[src/rtl/la_pkg.sv]
package la_pkg;
    typedef enum logic {
        SMP_BYTE = 1'b0,
        SMP_HALF = 1'b1
    } smp_mode_e;
endpackage

[src/rtl/la_rate_div.sv]
module la_rate_div #(
    parameter int INT_W  = 16,
    parameter int FRAC_W = 8
) (
    input  logic              clk,
    input  logic              rst_n,
    input  logic              run,
    input  logic              restart,
    input  logic [INT_W-1:0]  div_int,
    input  logic [FRAC_W-1:0] div_frac,
    output logic              tick
);
    typedef struct packed {
        logic [INT_W-1:0]  cnt;
        logic [FRAC_W-1:0] acc;
        logic              extra;
    } div_st_t;

    div_st_t st_d, st_q;
    logic [INT_W:0] int_eff;
    logic [INT_W:0] lim;
    logic [FRAC_W:0] acc_sum;

    always_comb begin
        int_eff = (div_int == '0) ? (INT_W+1)'(1) : {1'b0, div_int};
        lim     = int_eff + (INT_W+1)'(st_q.extra);
        tick    = run && (({1'b0, st_q.cnt} + (INT_W+1)'(1)) == lim);
        acc_sum = {1'b0, st_q.acc} + {1'b0, div_frac};
        st_d    = st_q;
        if (restart) begin
            st_d = '0;
        end else if (tick) begin
            st_d.cnt   = '0;
            st_d.acc   = acc_sum[FRAC_W-1:0];
            st_d.extra = acc_sum[FRAC_W];
        end else if (run) begin
            st_d.cnt = st_q.cnt + INT_W'(1);
        end
    end

    always_ff @(posedge clk or negedge rst_n) begin
        if (!rst_n) st_q <= '0;
        else        st_q <= st_d;
    end


    spacing_chk: assert property (@(posedge clk) disable iff (!rst_n)
        (tick && !restart && div_int > INT_W'(1) && $stable(div_int)) |=> !tick);
endmodule

[src/rtl/la_lane_sel.sv]
module la_lane_sel
    import la_pkg::*;
#(
    parameter int LANE_W = 8
) (
    input  smp_mode_e           mode,
    input  logic                upper_lane,
    input  logic [2*LANE_W-1:0] pins,
    output logic [2*LANE_W-1:0] sample
);
    always_comb begin
        if (mode == SMP_HALF)  sample = pins;
        else if (upper_lane)   sample = {{LANE_W{1'b0}}, pins[2*LANE_W-1:LANE_W]};
        else                   sample = {{LANE_W{1'b0}}, pins[LANE_W-1:0]};
    end
endmodule

[src/rtl/la_packer.sv]
module la_packer
    import la_pkg::*;
#(
    parameter int WORD_W = 32,
    parameter int LANE_W = 8
) (
    input  logic                clk,
    input  logic                rst_n,
    input  logic                clr,
    input  logic                ovf_clr,
    input  logic                tick,
    input  smp_mode_e           mode,
    input  logic [2*LANE_W-1:0] sample,
    input  logic                flush,
    input  logic                out_ready,
    output logic                out_valid,
    output logic [WORD_W-1:0]   out_data,
    output logic                overflow
);
    localparam int CNT_W  = $clog2(WORD_W + 1);
    localparam int HALF_W = 2 * LANE_W;

    typedef struct packed {
        logic [WORD_W-1:0] sh;
        logic [CNT_W-1:0]  fill;
        logic              ov_valid;
        logic [WORD_W-1:0] ov_data;
        logic              ovf;
    } pk_st_t;

    pk_st_t st_d, st_q;
    logic [WORD_W-1:0] nsh;
    logic [CNT_W-1:0]  nfill;
    logic              emit;

    always_comb begin
        st_d  = st_q;
        nsh   = st_q.sh;
        nfill = st_q.fill;
        if (st_q.ov_valid && out_ready) st_d.ov_valid = 1'b0;
        if (tick) begin
            if (mode == SMP_HALF) begin
                nsh   = {st_q.sh[WORD_W-HALF_W-1:0], sample};
                nfill = st_q.fill + CNT_W'(HALF_W);
            end else begin
                nsh   = {st_q.sh[WORD_W-LANE_W-1:0], sample[LANE_W-1:0]};
                nfill = st_q.fill + CNT_W'(LANE_W);
            end
        end
        emit = (nfill == CNT_W'(WORD_W)) || (flush && nfill != '0);
        if (emit) begin
            if (!st_q.ov_valid || out_ready) begin
                st_d.ov_valid = 1'b1;
                st_d.ov_data  = nsh;
            end else begin
                st_d.ovf = 1'b1;
            end
            st_d.sh   = '0;
            st_d.fill = '0;
        end else begin
            st_d.sh   = nsh;
            st_d.fill = nfill;
        end
        if (clr) begin
            st_d.sh       = '0;
            st_d.fill     = '0;
            st_d.ov_valid = 1'b0;
        end
        if (ovf_clr) st_d.ovf = 1'b0;
    end

    always_ff @(posedge clk or negedge rst_n) begin
        if (!rst_n) st_q <= '0;
        else        st_q <= st_d;
    end

    assign out_valid = st_q.ov_valid;
    assign out_data  = st_q.ov_data;
    assign overflow  = st_q.ovf;


    hold_chk: assert property (@(posedge clk) disable iff (!rst_n)
        (out_valid && !out_ready && !clr) |=> (out_valid && $stable(out_data)));

    ovf_rise_chk: assert property (@(posedge clk) disable iff (!rst_n)
        $rose(overflow) |-> $past(out_valid && !out_ready));

    clr_chk: assert property (@(posedge clk) disable iff (!rst_n)
        clr |=> (!out_valid && st_q.fill == '0));
endmodule

[src/rtl/la_sampler.sv]
module la_sampler
    import la_pkg::*;
#(
    parameter int WORD_W = 32,
    parameter int LANE_W = 8,
    parameter int INT_W  = 16,
    parameter int FRAC_W = 8
) (
    input  logic                     clk,
    input  logic                     rst_n,
    input  logic                     start,
    input  logic                     stop,
    input  logic                     flush,
    input  logic                     half_mode,
    input  logic                     upper_lane,
    input  logic [INT_W+FRAC_W-1:0]  rate_div,
    input  logic [2*LANE_W-1:0]      pins,
    output logic                     out_valid,
    input  logic                     out_ready,
    output logic [WORD_W-1:0]        out_data,
    output logic                     overflow,
    output logic                     running
);
    logic run_d, run_q;
    logic tick;
    logic [2*LANE_W-1:0] sample;
    smp_mode_e mode;

    assign mode = half_mode ? SMP_HALF : SMP_BYTE;

    always_comb begin
        run_d = run_q;
        if (stop)       run_d = 1'b0;
        else if (start) run_d = 1'b1;
    end

    always_ff @(posedge clk or negedge rst_n) begin
        if (!rst_n) run_q <= 1'b0;
        else        run_q <= run_d;
    end

    assign running = run_q;

    la_rate_div #(.INT_W(INT_W), .FRAC_W(FRAC_W)) u_div (
        .clk(clk), .rst_n(rst_n), .run(run_q), .restart(start | stop),
        .div_int(rate_div[INT_W+FRAC_W-1:FRAC_W]), .div_frac(rate_div[FRAC_W-1:0]),
        .tick(tick)
    );

    la_lane_sel #(.LANE_W(LANE_W)) u_lane (
        .mode(mode), .upper_lane(upper_lane), .pins(pins), .sample(sample)
    );

    la_packer #(.WORD_W(WORD_W), .LANE_W(LANE_W)) u_pack (
        .clk(clk), .rst_n(rst_n), .clr(start | stop), .ovf_clr(start & ~stop),
        .tick(tick), .mode(mode), .sample(sample), .flush(flush),
        .out_ready(out_ready), .out_valid(out_valid), .out_data(out_data),
        .overflow(overflow)
    );


    idle_chk: assert property (@(posedge clk) disable iff (!rst_n)
        !running |-> !tick);

    stop_chk: assert property (@(posedge clk) disable iff (!rst_n)
        stop |=> !running);
endmodule

[config.mk]
export PLATFORM = sky130hd
export DESIGN_NAME = la_sampler
export DESIGN_NICKNAME = d
export VERILOG_FILES = /design/src/rtl/la_pkg.sv /design/src/rtl/la_rate_div.sv /design/src/rtl/la_lane_sel.sv /design/src/rtl/la_packer.sv /design/src/rtl/la_sampler.sv
export SDC_FILE = /design/constraint.sdc
export NUM_CORES = 1
export LEC_CHECK = 0
export BUFFER_PORTS_ARGS = -buffer_cell sky130_fd_sc_hd__buf_2
export CAP_MARGIN = 25
export CORE_ASPECT_RATIO = 0.9
export CORE_UTILIZATION = 63
export CTS_CLUSTER_DIAMETER = 200
export DETAILED_ROUTE_END_ITERATION = 8
export PLACE_DENSITY = 0.95
export SETUP_SLACK_MARGIN = 0.15
export SYNTH_ARGS = -nofsm -noshare
export SYNTH_HDL_FRONTEND = slang
export SYNTH_HIERARCHICAL = 1
export SYNTH_SLANG_ARGS = --single-unit
[constraint.sdc]
create_clock -name clk -period 9.4 [get_ports clk]
set_input_delay 1.41 -clock clk [delete_from_list [all_inputs] [get_ports clk]]
set_output_delay 1.41 -clock clk [all_outputs]
set_load 0.01 [all_outputs]
==> summary.md <==
| Metric | Value |
|---|---|
| Area of the multi-input gates | `3160 µm²` |
| Top cell type's share of synthesized area | `39.5%` |
| Global-route wire length before repair | `roughly 21 mm` |
| RR Startpoint | `u_div/st_q[0]` |
| Most common cell in the synthesized netlist | `dfrtp_1` |
| Final Cycle Share | `68.8%` |
| Core ar. | `about 9000 µm²` |
| Warnings, synthesis | `6` |
| Fillers | `between 600 and 700` |
| CP Launch Type | `input port` |
| Final setup fails | `0` |
| Share of layout cells above drive strength 1 | `a little over a fifth` |
| Pleak | `0.00298 µW` |
| Die Y | `between 90 and 100 µm` |
| Inserted Clock Buffers | `9` |
| Sequential share of power | `a little under three fifths` |
| Reg clk slew, reported paths | `0.10 ns` |
| Port Buf Inserts | `82` |
| Switch share | `a little over a quarter` |
| Clock Skew | `0.0161 ns` |
| Seq. cell area | `2380 µm²` |
| Max Freq | `~150 MHz` |
| Top_reg_cell synth | `dfrtp_1` |
| Number of DRC markers in iteration 0 | `253` |
| Net Count, Synth | `about 650` |
| Area contributors post-synth | `dfrtp_1 40%, mux2i_1 8.2%, xnor2_1 4.7%` |
| Post-synth EDFFs | `0` |
| #FFs+latches synth | `95` |
| Final WL | `around 13 mm` |
| Yosys cell types | `68` |
| GR Overflow Total | `0` |
| Starting Density | `approximately 65%` |
| Via count | `approximately 4500` |
| Reg2Reg Depth | `15` |
| H-Tree Depth | `3` |
| Die area | `just under 10000 µm²` |
| Avg Cell Area, Syn | `a little over 10 µm²` |
| Cells after Synth | `between 500 and 600` |
| CTS tree | `done` |
| Critical Path Fanout Max | `62` |
| Vias/cell | `between 6 and 7` |
| RSZ-0062 raised after global routing | `false` |
| Worst reg2reg setup slack | `~4.3 ns` |
| Dpl hpwl | `about 9 mm` |
| CTS root buf | `clkbuf_8` |
| Area Overhead vs Synth | `6.56%` |
| Hold Crit Depth | `1` |
| Clock power frac | `a little over a third` |
| Detailed Routing Iterations Pass 1 | `4` |
| Rel. slew slack | `38.1%` |
| # placed instances | `734` |
| Hold path start | `u_pack/out_data[11]` |
| Gate power share | `about 8.7%` |
| Critical path class | `in2reg` |
| Avg WL per Cell | `about 17 µm` |
| Total track usage | `~27%` |
| Synth area leader | `dfrtp_1` |
| Slew at the pin closest to its max-slew limit | `just over 0.9 ns` |
| Final min period | `approximately 6.5 ns` |
| Initial antenna violation count | `0` |
| # diodes | `0` |
| Pwr/cell area | `~110 nW/µm²` |
| Drc violations | `0` |
| Number of global-route vias before repair | `between 4000 and 5000` |
| Internal power | `between 500 and 600 µW` |
| Endpoint type of the worst setup path | `register` |
| Switching Power | `between 150 and 200 µW` |
| Synth top cells by count | `95 x dfrtp_1, 49 x mux2i_1, 39 x nor2_1, 34 x nor3_1` |
| Pin count of the biggest net entering global routing | `63` |
| Max-slew violation count | `0` |
| Worst Hold Class | `reg2reg` |
| # rows | `33` |
| Worst Path Required | `between 9 and 10 ns` |
| Critical path arrival | `between 6 and 7 ns` |
| Fin. Hold Viols | `0` |
| Crit Reg-Reg Endpoint | `u_pack/out_data[14]` |
| Non-Filler Instances | `751` |
| Synth async-reset ratio | `between 90% and 100%` |
| Clk sink count | `95` |
| Synthesized area | `roughly 6000 µm²` |
| DRT antenna net count | `0` |
| Status | `finished clean` |
| Hold Buf Count CTS | `0` |
| Worst Hold Endpoint | `u_pack/out_data[11]` |
| Setup repair bufs after CTS | `0` |
| CTS Buffer Depth | `2` |
| Placer Congestion | `0.910` |
| Max cap viols | `0` |
| I/O pins | `83` |
| Setup TNS | `0 ns` |
| Nets@finish | `685` |
| Worst vdd ir | `0.0752 mV` |
| Pwr Total | `between 700 and 800 µW` |
| Die Span X | `between 100 and 150 µm` |
| Sequential area share after synthesis | `around 40%` |
| Post-CTS sizing | `0` |
| Clock Latency Late Sink | `0.36 ns` |
-- power by group through the flow --
stage               combinational [µW]  clock, µW  sequential (µW)
finish                            63.8        255              411
global route                      70.5        278              411
CTS                               64.0        260              411
detailed placement                63.5          0              419
global placement                  61.6          0              419
floorplan                         36.0          0              418
-- state kept, by name, indices dropped and copies added (netlist names) --
signal,flops
u_pack/overflow,1
u_pack/out_valid,1
u_div/st_q,25
u_pack/out_data,32
running,1
u_pack/st_q,35
-- worst max-delay path by stage --
stage | start | cells after the start | slack, ns | end
floorplan | rate_div[18] | 17 | 3.87 | u_pack/out_data[20]
global placement | rate_div[18] | 18 | 2.93 | u_pack/out_data[22]
detailed placement | rate_div[12] | 18 | 2.65 | u_pack/out_data[13]
CTS | rate_div[12] | 18 | 3.00 | u_pack/out_data[23]
global route | rate_div[12] | 17 | 2.51 | u_pack/out_data[23]
finish | rate_div[12] | 18 | 2.93 | u_pack/out_data[14]
-- critical path, stage by stage --
cell,delay (ns)
buf_2,0.14
nor4_1,0.38
a41o_1,0.23
ha_1,0.21
ha_1,0.24
nand3_2,0.19
xnor2_2,0.18
xnor2_1,0.12
or4_1,0.56
nor4b_1,0.31
nand4_1,0.14
nor3_2,0.19
buf_4,0.54
nor4bb_1,0.53
nor4_1,0.22
a311oi_4,0.23
buf_4,0.45
mux2_1,0.38
-- through the flow --
stage / instance area, µm² / setup WS [ns] / hold slack [ns] / utilization [%]
4_1_cts: 6390 / 3.00 / 0.497 / 69.4
3_5_place_dp: 6200 / 2.65 / 0.473 / 67.4
3_3_place_gp: 6200 / 2.93 / 0.465 / 67.4
6_report: 6410 / 2.93 / 0.491 / 69.6
2_1_floorplan: 6010 / 3.87 / 0.459 / -
5_1_grt: 6410 / 2.51 / 0.515 / 69.6
-- routing by layer --
metal	global-route usage, %	wire length, µm
met3	5.73	705
met4	8.22	199
met2	44.5	6170
met5	0	0
met1	37.2	5840
-- cell usage in the layout, fill, tap and decap left out, types with 4 or more instances in the layout --
cell type   n
mux2_2      4
mux2_1     22
mux2_4      8
dfrtp_1    95
xor2_1     21
nand3b_1    4
nor2_1     39
nand2_1    28
a21oi_1    33
nor3_1     33
nor3b_1    23
clkbuf_8    9
buf_2      81
o21ai_0     4
and2_2      8
xnor2_1    32
nor4_1     10
buf_4       6
nand4_1    11
mux2i_1    49
ha_1       12
or4_1       4
inv_1      16
nand3_1    12
nand2b_1    4
-- logic make-up after synthesis --
| logic type | Yosys count | synth area share [%] |
|---|---|---|
| AOI/OAI and AO/OA | 63 | 6.99 |
| xor gates and xnor gates | 57 | 9.14 |
| adders and majority gates | 13 | 2.83 |
| buffers and inverters | 83 | 8.10 |
| DFF | 95 | 39.5 |
| muxes | 83 | 15.0 |
| and+or+nand+nor | 197 | 18.4 |
-- cell type report --
type,instances,area share [%]
clock buffers,9,1.93
inverters,17,0.996
repair buffers,88,7.27
flip-flops and latches,95,37.1
clock inverters,7,0.996
well taps,122,2.38
multi-input cells,413,49.3
No activity file was read; power rests on OpenSTA's default activity.
